File: config.mk
export PLATFORM = sky130hd
export DESIGN_NAME = dyn_clkgen_ctrl
export DESIGN_NICKNAME = d
export VERILOG_FILES = /design/src/rtl/cgen_pkg.sv /design/src/rtl/cgen_bank_rf.sv /design/src/rtl/cgen_bank_div.sv /design/src/rtl/cgen_seq.sv /design/src/rtl/dyn_clkgen_ctrl.sv
export SDC_FILE = /design/constraint.sdc
export NUM_CORES = 1
export LEC_CHECK = 0
export ABC_AREA = 1
export CAP_MARGIN = 10
export CORE_AREA = 2 2 90 135
export CTS_CLUSTER_SIZE = 16
export DETAILED_ROUTE_END_ITERATION = 8
export DIE_AREA = 0 0 92 137
export GPL_TIMING_DRIVEN = 0
export PLACE_DENSITY = 0.8
export SYNTH_ARGS = -nofsm -noshare
export SYNTH_HDL_FRONTEND = slang
export SYNTH_SLANG_ARGS = --single-unit
File: constraint.sdc
create_clock -name clk -period 2.9 [get_ports clk]
set_input_delay 0.58 -clock clk [delete_from_list [all_inputs] [get_ports clk]]
set_output_delay 0.58 -clock clk [all_outputs]
set_load 0.005 [all_outputs]
File: src/rtl/cgen_pkg.sv
package cgen_pkg;

    localparam int CG_NSRC = 5;   // number of clock sources
    localparam int CG_IW   = 3;   // source index width
    localparam int CG_CW   = 3;   // stored source code width
    localparam int CG_PW   = 4;   // pre-divider field width
    localparam int CG_MW   = 8;   // M/N width
    localparam int CG_NB   = 2;   // number of banks

    localparam logic [CG_IW-1:0] CG_NSRC_I    = CG_IW'(CG_NSRC);
    localparam logic [CG_CW-1:0] CG_CODE_NONE = '0;

    typedef struct packed {
        logic [CG_CW-1:0] code;
        logic [CG_PW-1:0] div_m1;
        logic [CG_MW-1:0] m;
        logic [CG_MW-1:0] n;
    } bank_cfg_t;

    typedef struct packed {
        logic [CG_IW-1:0] idx;
        logic [CG_PW-1:0] div_m1;
        logic [CG_MW-1:0] m;
        logic [CG_MW-1:0] n;
    } cfg_req_t;

    typedef enum logic [2:0] {
        SQ_IDLE,
        SQ_HOLD,
        SQ_MN,
        SQ_PS,
        SQ_FIN
    } seq_st_t;

    // Per-bank mapping from source index to hardware code; bank 1 is rotated.
    function automatic logic [CG_CW-1:0] src_encode(input logic bank,
                                                    input logic [CG_IW-1:0] idx);
        int rot;
        if (idx >= CG_NSRC_I) return CG_CODE_NONE;
        rot = (int'(idx) + (bank ? 2 : 0)) % CG_NSRC;
        return CG_CW'(rot + 1);
    endfunction

    // Reverse mapping; a code missing from the table yields index 0.
    function automatic logic [CG_IW-1:0] src_decode(input logic bank,
                                                    input logic [CG_CW-1:0] code);
        for (int i = 0; i < CG_NSRC; i++)
            if (src_encode(bank, CG_IW'(i)) == code) return CG_IW'(i);
        return '0;
    endfunction

endpackage

File: src/rtl/cgen_bank_rf.sv
module cgen_bank_rf
    import cgen_pkg::*;
(
    input  logic                    clk,
    input  logic                    rst,
    input  logic                    tgt,
    input  logic                    we_mn,
    input  logic                    we_ps,
    input  cfg_req_t                req,
    output bank_cfg_t [CG_NB-1:0]   cfg
);

    for (genvar b = 0; b < CG_NB; b++) begin : g_bank
        bank_cfg_t r;
        always_ff @(posedge clk) begin
            if (rst) begin
                r.code   <= src_encode(1'(b), '0);
                r.div_m1 <= '0;
                r.m      <= '0;
                r.n      <= '0;
            end else if (tgt == 1'(b)) begin
                if (we_mn) begin
                    r.m <= req.m;
                    r.n <= req.n;
                end
                if (we_ps) begin
                    r.code   <= src_encode(1'(b), req.idx);
                    r.div_m1 <= req.div_m1;
                end
            end
        end
        assign cfg[b] = r;
    end

endmodule

File: src/rtl/cgen_bank_div.sv
module cgen_bank_div
    import cgen_pkg::*;
#(
    parameter bit BANK = 1'b0
) (
    input  logic               clk,
    input  logic               rst,
    input  logic               hold,
    input  bank_cfg_t          cfg,
    input  logic [CG_NSRC-1:0] src_pulse,
    output logic               lvl
);

    logic [CG_IW-1:0]   idx;
    logic               valid;
    logic [CG_NSRC-1:0] shifted;
    logic               pulse;
    logic               ptick;
    logic [CG_PW-1:0]   pcnt;
    logic [CG_MW-1:0]   acc;
    logic [CG_MW:0]     sum;

    always_comb begin
        idx     = src_decode(BANK, cfg.code);
        valid   = (src_encode(BANK, idx) == cfg.code);
        shifted = src_pulse >> idx;
        pulse   = valid & shifted[0];
        ptick   = pulse && (pcnt == cfg.div_m1);
        sum     = {1'b0, acc} + {1'b0, cfg.m};
    end

    always_ff @(posedge clk) begin
        if (rst || hold) begin
            pcnt <= '0;
            acc  <= '0;
            lvl  <= 1'b0;
        end else begin
            lvl <= 1'b0;
            if (pulse) pcnt <= ptick ? '0 : pcnt + 1'b1;
            if (ptick) begin
                if (cfg.n == '0) begin
                    lvl <= 1'b1;
                end else if (sum >= {1'b0, cfg.n}) begin
                    acc <= CG_MW'(sum - {1'b0, cfg.n});
                    lvl <= 1'b1;
                end else begin
                    acc <= CG_MW'(sum);
                end
            end
        end
    end

    // a held bank stays silent
    p_hold_quiet_r4: assert property (@(posedge clk) disable iff (rst)
        hold |=> !lvl);

    // prescale count never passes the stored divisor-minus-one
    p_div_bound_r6: assert property (@(posedge clk) disable iff (rst)
        !hold |=> (pcnt <= cfg.div_m1) || $past(!$stable(cfg)));

endmodule

File: src/rtl/cgen_seq.sv
module cgen_seq
    import cgen_pkg::*;
(
    input  logic            clk,
    input  logic            rst,
    input  logic            wr_req,
    input  logic            out_en,
    input  cfg_req_t        req_in,
    input  logic            both_low,
    output logic            busy,
    output logic            rej,
    output logic            sel,
    output logic            tgt,
    output logic [CG_NB-1:0] hold,
    output logic            we_mn,
    output logic            we_ps,
    output cfg_req_t        req_q
);

    seq_st_t st;
    logic    swap;

    assign we_mn = (st == SQ_MN);
    assign we_ps = (st == SQ_PS);

    always_ff @(posedge clk) begin
        if (rst) begin
            st    <= SQ_IDLE;
            busy  <= 1'b0;
            rej   <= 1'b0;
            sel   <= 1'b0;
            tgt   <= 1'b0;
            swap  <= 1'b0;
            hold  <= '0;
            req_q <= '0;
        end else begin
            rej <= wr_req && busy;
            case (st)
                SQ_IDLE: if (wr_req) begin
                    req_q <= req_in;
                    swap  <= out_en;
                    tgt   <= out_en ? ~sel : sel;
                    busy  <= 1'b1;
                    st    <= SQ_HOLD;
                end
                SQ_HOLD: begin
                    hold[tgt] <= 1'b1;
                    st        <= SQ_MN;
                end
                SQ_MN:   st <= SQ_PS;
                SQ_PS:   st <= SQ_FIN;
                SQ_FIN: if (!swap || both_low) begin
                    hold <= '0;
                    if (swap) sel <= ~sel;
                    busy <= 1'b0;
                    st   <= SQ_IDLE;
                end
                default: st <= SQ_IDLE;
            endcase
        end
    end

    // a request while busy is answered by a reject pulse
    p_reject_r10: assert property (@(posedge clk) disable iff (rst)
        (wr_req && busy) |=> rej);

    // the select bit moves only as a sequence completes
    p_sel_at_done_r2: assert property (@(posedge clk) disable iff (rst)
        !$stable(sel) |-> $fell(busy));

    // no hold outside a sequence, at most one bank held
    p_hold_idle_r4: assert property (@(posedge clk) disable iff (rst)
        !busy |-> (hold == '0));
    p_single_hold_r4: assert property (@(posedge clk) disable iff (rst)
        $onehot0(hold));

    // flip only after a cycle where both bank outputs were low
    p_swap_low_r9: assert property (@(posedge clk) disable iff (rst)
        !$stable(sel) |-> $past(both_low));

endmodule

File: src/rtl/dyn_clkgen_ctrl.sv
module dyn_clkgen_ctrl
    import cgen_pkg::*;
(
    input  logic               clk,
    input  logic               rst,
    input  logic               out_en,
    input  logic               wr_req,
    input  logic [CG_IW-1:0]   wr_src,
    input  logic [CG_PW:0]     wr_div,
    input  logic [CG_MW-1:0]   wr_m,
    input  logic [CG_MW-1:0]   wr_n,
    input  logic [CG_NSRC-1:0] src_pulse,
    output logic               busy,
    output logic               wr_rej,
    output logic               active_bank,
    output logic [CG_NB-1:0]   bank_hold,
    output logic               clk_pulse,
    output logic [CG_IW-1:0]   rd_src,
    output logic [CG_PW:0]     rd_div,
    output logic [CG_MW-1:0]   rd_m,
    output logic [CG_MW-1:0]   rd_n
);

    cfg_req_t              req_in;
    cfg_req_t              req_q;
    bank_cfg_t [CG_NB-1:0] cfg;
    bank_cfg_t             act;
    logic [CG_NB-1:0]      lvl;
    logic                  tgt;
    logic                  we_mn;
    logic                  we_ps;
    logic                  sel;

    always_comb begin
        req_in.idx    = wr_src;
        req_in.div_m1 = CG_PW'(wr_div - 1'b1);
        req_in.n      = wr_n;
        req_in.m      = (wr_n == '0) ? '0 : wr_m;
    end

    cgen_seq u_seq (
        .clk      (clk),
        .rst      (rst),
        .wr_req   (wr_req),
        .out_en   (out_en),
        .req_in   (req_in),
        .both_low (~|lvl),
        .busy     (busy),
        .rej      (wr_rej),
        .sel      (sel),
        .tgt      (tgt),
        .hold     (bank_hold),
        .we_mn    (we_mn),
        .we_ps    (we_ps),
        .req_q    (req_q)
    );

    cgen_bank_rf u_rf (
        .clk   (clk),
        .rst   (rst),
        .tgt   (tgt),
        .we_mn (we_mn),
        .we_ps (we_ps),
        .req   (req_q),
        .cfg   (cfg)
    );

    for (genvar b = 0; b < CG_NB; b++) begin : g_div
        cgen_bank_div #(.BANK(1'(b))) u_div (
            .clk       (clk),
            .rst       (rst),
            .hold      (bank_hold[b]),
            .cfg       (cfg[b]),
            .src_pulse (src_pulse),
            .lvl       (lvl[b])
        );
    end

    always_comb begin
        act         = cfg[sel];
        active_bank = sel;
        clk_pulse   = lvl[sel];
        rd_src      = src_decode(sel, act.code);
        rd_div      = (CG_PW+1)'(act.div_m1) + (CG_PW+1)'(1);
        rd_m        = act.m;
        rd_n        = act.n;
    end

endmodule

==> metrics, run 1 <==
ANT cells 0; most common library cell in the layout ignoring fill and taps nand2_1; DRC 0; CP required 2.32 ns; Die Area 12600 sq um; Chip Width 92 um; Crit Path Category reg -> out; Final nets 1125; Synth area leaders dfxtp_1 32%, nand2_1 11%, ha_1 9.8%; Pre-Repair DR Iteration Count 5; Clock power frac 23.9%; post-synthesis sequential area ratio 32.2%; CTS root buffer clkbuf_16; Top Ports 63; Internal 2.98 mW; Vias 6495; core region area 11400 sq um; combinational power share 41.0%; pins over their slew limit 0; max-cap violation count 0; Hold Buf Count CTS 0; fmax 360 MHz; wire per inst 14.7 um; Die Ht 137 um; commonest cells after routing, fill and taps aside 188 x nand2_1, 126 x inv_1, 102 x dfxtp_1; Worst Path Arrival 2.20 ns; Most used DFF post-synth dfxtp_1; Fin Clk Skew 0.00603 ns; cells after synthesis 954; Netlist cell types 38; initial antenna violation count 0; TritonCTS Sinks 105; clock latency on the worst-skew pair 0.35 ns; synthesized area 6530 sq um; Hold Crit Class reg -> reg; GRT Resource Usage Total 27.9%; port bufs 61; top cell type's share of synthesized area 32.2%; synthesized area per cell 6.84 sq um; clock tree buffer depth 2; Worst Path Max Fanout 10; WL final 17.6 mm; Via density 5.45; register bit total from synthesis 105; crit path launch type flip-flop; Area Growth Syn to Fin 20.9%; worst hold slack 0.473 ns; Pwr Density 601 nW/um^2; sequential power share 35.1%; leading area contributor after synthesis dfxtp_1; Worst-path clk slew 0.07 ns; largest net degree at the start of global routing 17; syn_nets 1042; TritonCTS clock tree yes; Rows 48; Slew headroom 38.1%; Initial DRC Count 487; Num CTS Buffers 9; Async SR Flop Fraction 0%; worst slew pin tran 0.925 ns; Psw 1.76 mW; period utilization 95.7%; Initial Utilization 57.2%; R2R Setup Slk 0.13 ns; DRT antenna net count 0; Yosys warning count 0; Leak Pwr 3.57 nW; EDFF count, synth 0; sw frac 37.1%; status completed; final hold viol count 0; grt total ovfl 0; final setup TNS 0 ns; first-pass GRT wire length 27.8 mm; share of layout cells above drive strength 1 8.06%; vias in the first global route 5948; Worst Setup End Kind output pin; RePlAce Congestion 0.912; Post-DP HPWL 13.4 mm; fin crit period 2.78 ns; H-tree levels 3; Final setup violation count 0; Worst VDD drop 0.339 mV
-- sequential cells by signal, summed over array words and instances, names as in the netlist --
register / flops
u_seq.st: 3
u_seq.hold: 2
u_rf.cfg: 46
u_seq.sel: 1
u_seq.tgt: 1
u_seq.swap: 1
g_div.u_div.lvl: 2
u_seq.rej: 1
u_seq.busy: 1
u_seq.req_q: 23
g_div.u_div.pcnt: 8
g_div.u_div.acc: 16
-- power groups by stage --
stage,combinational (mW),clock (mW),sequential [mW]
floorplan,1.22,0,1.65
global placement,1.57,0,1.68
detailed placement,1.59,0,1.69
CTS,1.67,1.13,1.66
global route,2.17,1.19,1.67
finish,1.94,1.13,1.66
-- worst paths after layout --
kind | from | end | cells past startpoint
max | u_seq.sel | rd_n[0] | 6
min | u_seq.busy | u_seq.rej | 2
max reg2reg | u_rf.cfg[8] | g_div[0].u_div.acc[3] | 15
min reg2reg | u_seq.busy | u_seq.rej | 2
-- Yosys cell counts, drive strengths merged (5+ instances only) --
master	instances
inv	131
nand2	195
xor2	23
nand4	30
nor4	5
ha	51
xnor2	10
nor3	14
nor2	99
a21oi	86
nand3	49
buf	10
o21ai	107
dfxtp	105
clkbuf	20
-- through the flow --
step	power, mW	cell area (sq um)	setup slack [ns]	util, %	std cells
global placement	3.25	7330	-0.0847	64.2	1165
CTS	4.46	7650	0.0241	67.0	1183
floorplan	2.87	6530	0.228	-	954
finish	4.74	7890	0.123	69.1	1192
global route	5.04	7890	-0.0670	69.1	1192
detailed placement	3.27	7330	-0.121	64.2	1165
-- critical path: stages (launching register included) --
cell             delay, ns
dfxtp_2               0.39
buf_4                 0.19
clkbuf_4              0.23
clkbuf_2              0.23
nand2_1               0.08
o21ai_0               0.15
clkdlybuf4s50_1       0.57
-- cell type report --
class                           instances  area, sq um
Sequential cell                       105         2110
Timing Repair Buffer                   71          689
Tap cell                              150          188
Inverter                              132          499
Multi-Input combinational cell        688         3990
Buffer                                 30          155
Fill cell                            1000         3520
Clock buffer                           12          236
Clock inverter                          4         30.0
-- what timing repair did --
action / 4_1_cts / 5_1_grt
pin swaps: 3 / 12
setup buffers: 2 / 8
gates resized for setup: 15 / 33
cloned: 0 / 1
endpoints found under the setup margin: 43 / 22
-- per-layer routing --
metal	wire, um	vias to the layer above	GRT usage [%]
met5	0	-	0
met4	686	0	13.2
met3	743	50	3.25
met2	9110	214	50.9
met1	7020	2937	32.2
li1	-	3294	-
-- kinds of logic after synthesis --
kind of cell / share of synthesized area [%]
simple gates: 26.8
compound gates: 15.7
xor+xnor: 4.43
buf+inv: 9.83
flops: 32.2
fa+ha+maj: 11.0
Note: power is estimated with default switching activity, not from simulation.
==> inputs of run 2 (changes only) <==
CAP_MARGIN = default   (was 10)
==> results of run 2 <==
No change in the layout: final DEF, timing and power equal those of run 1.
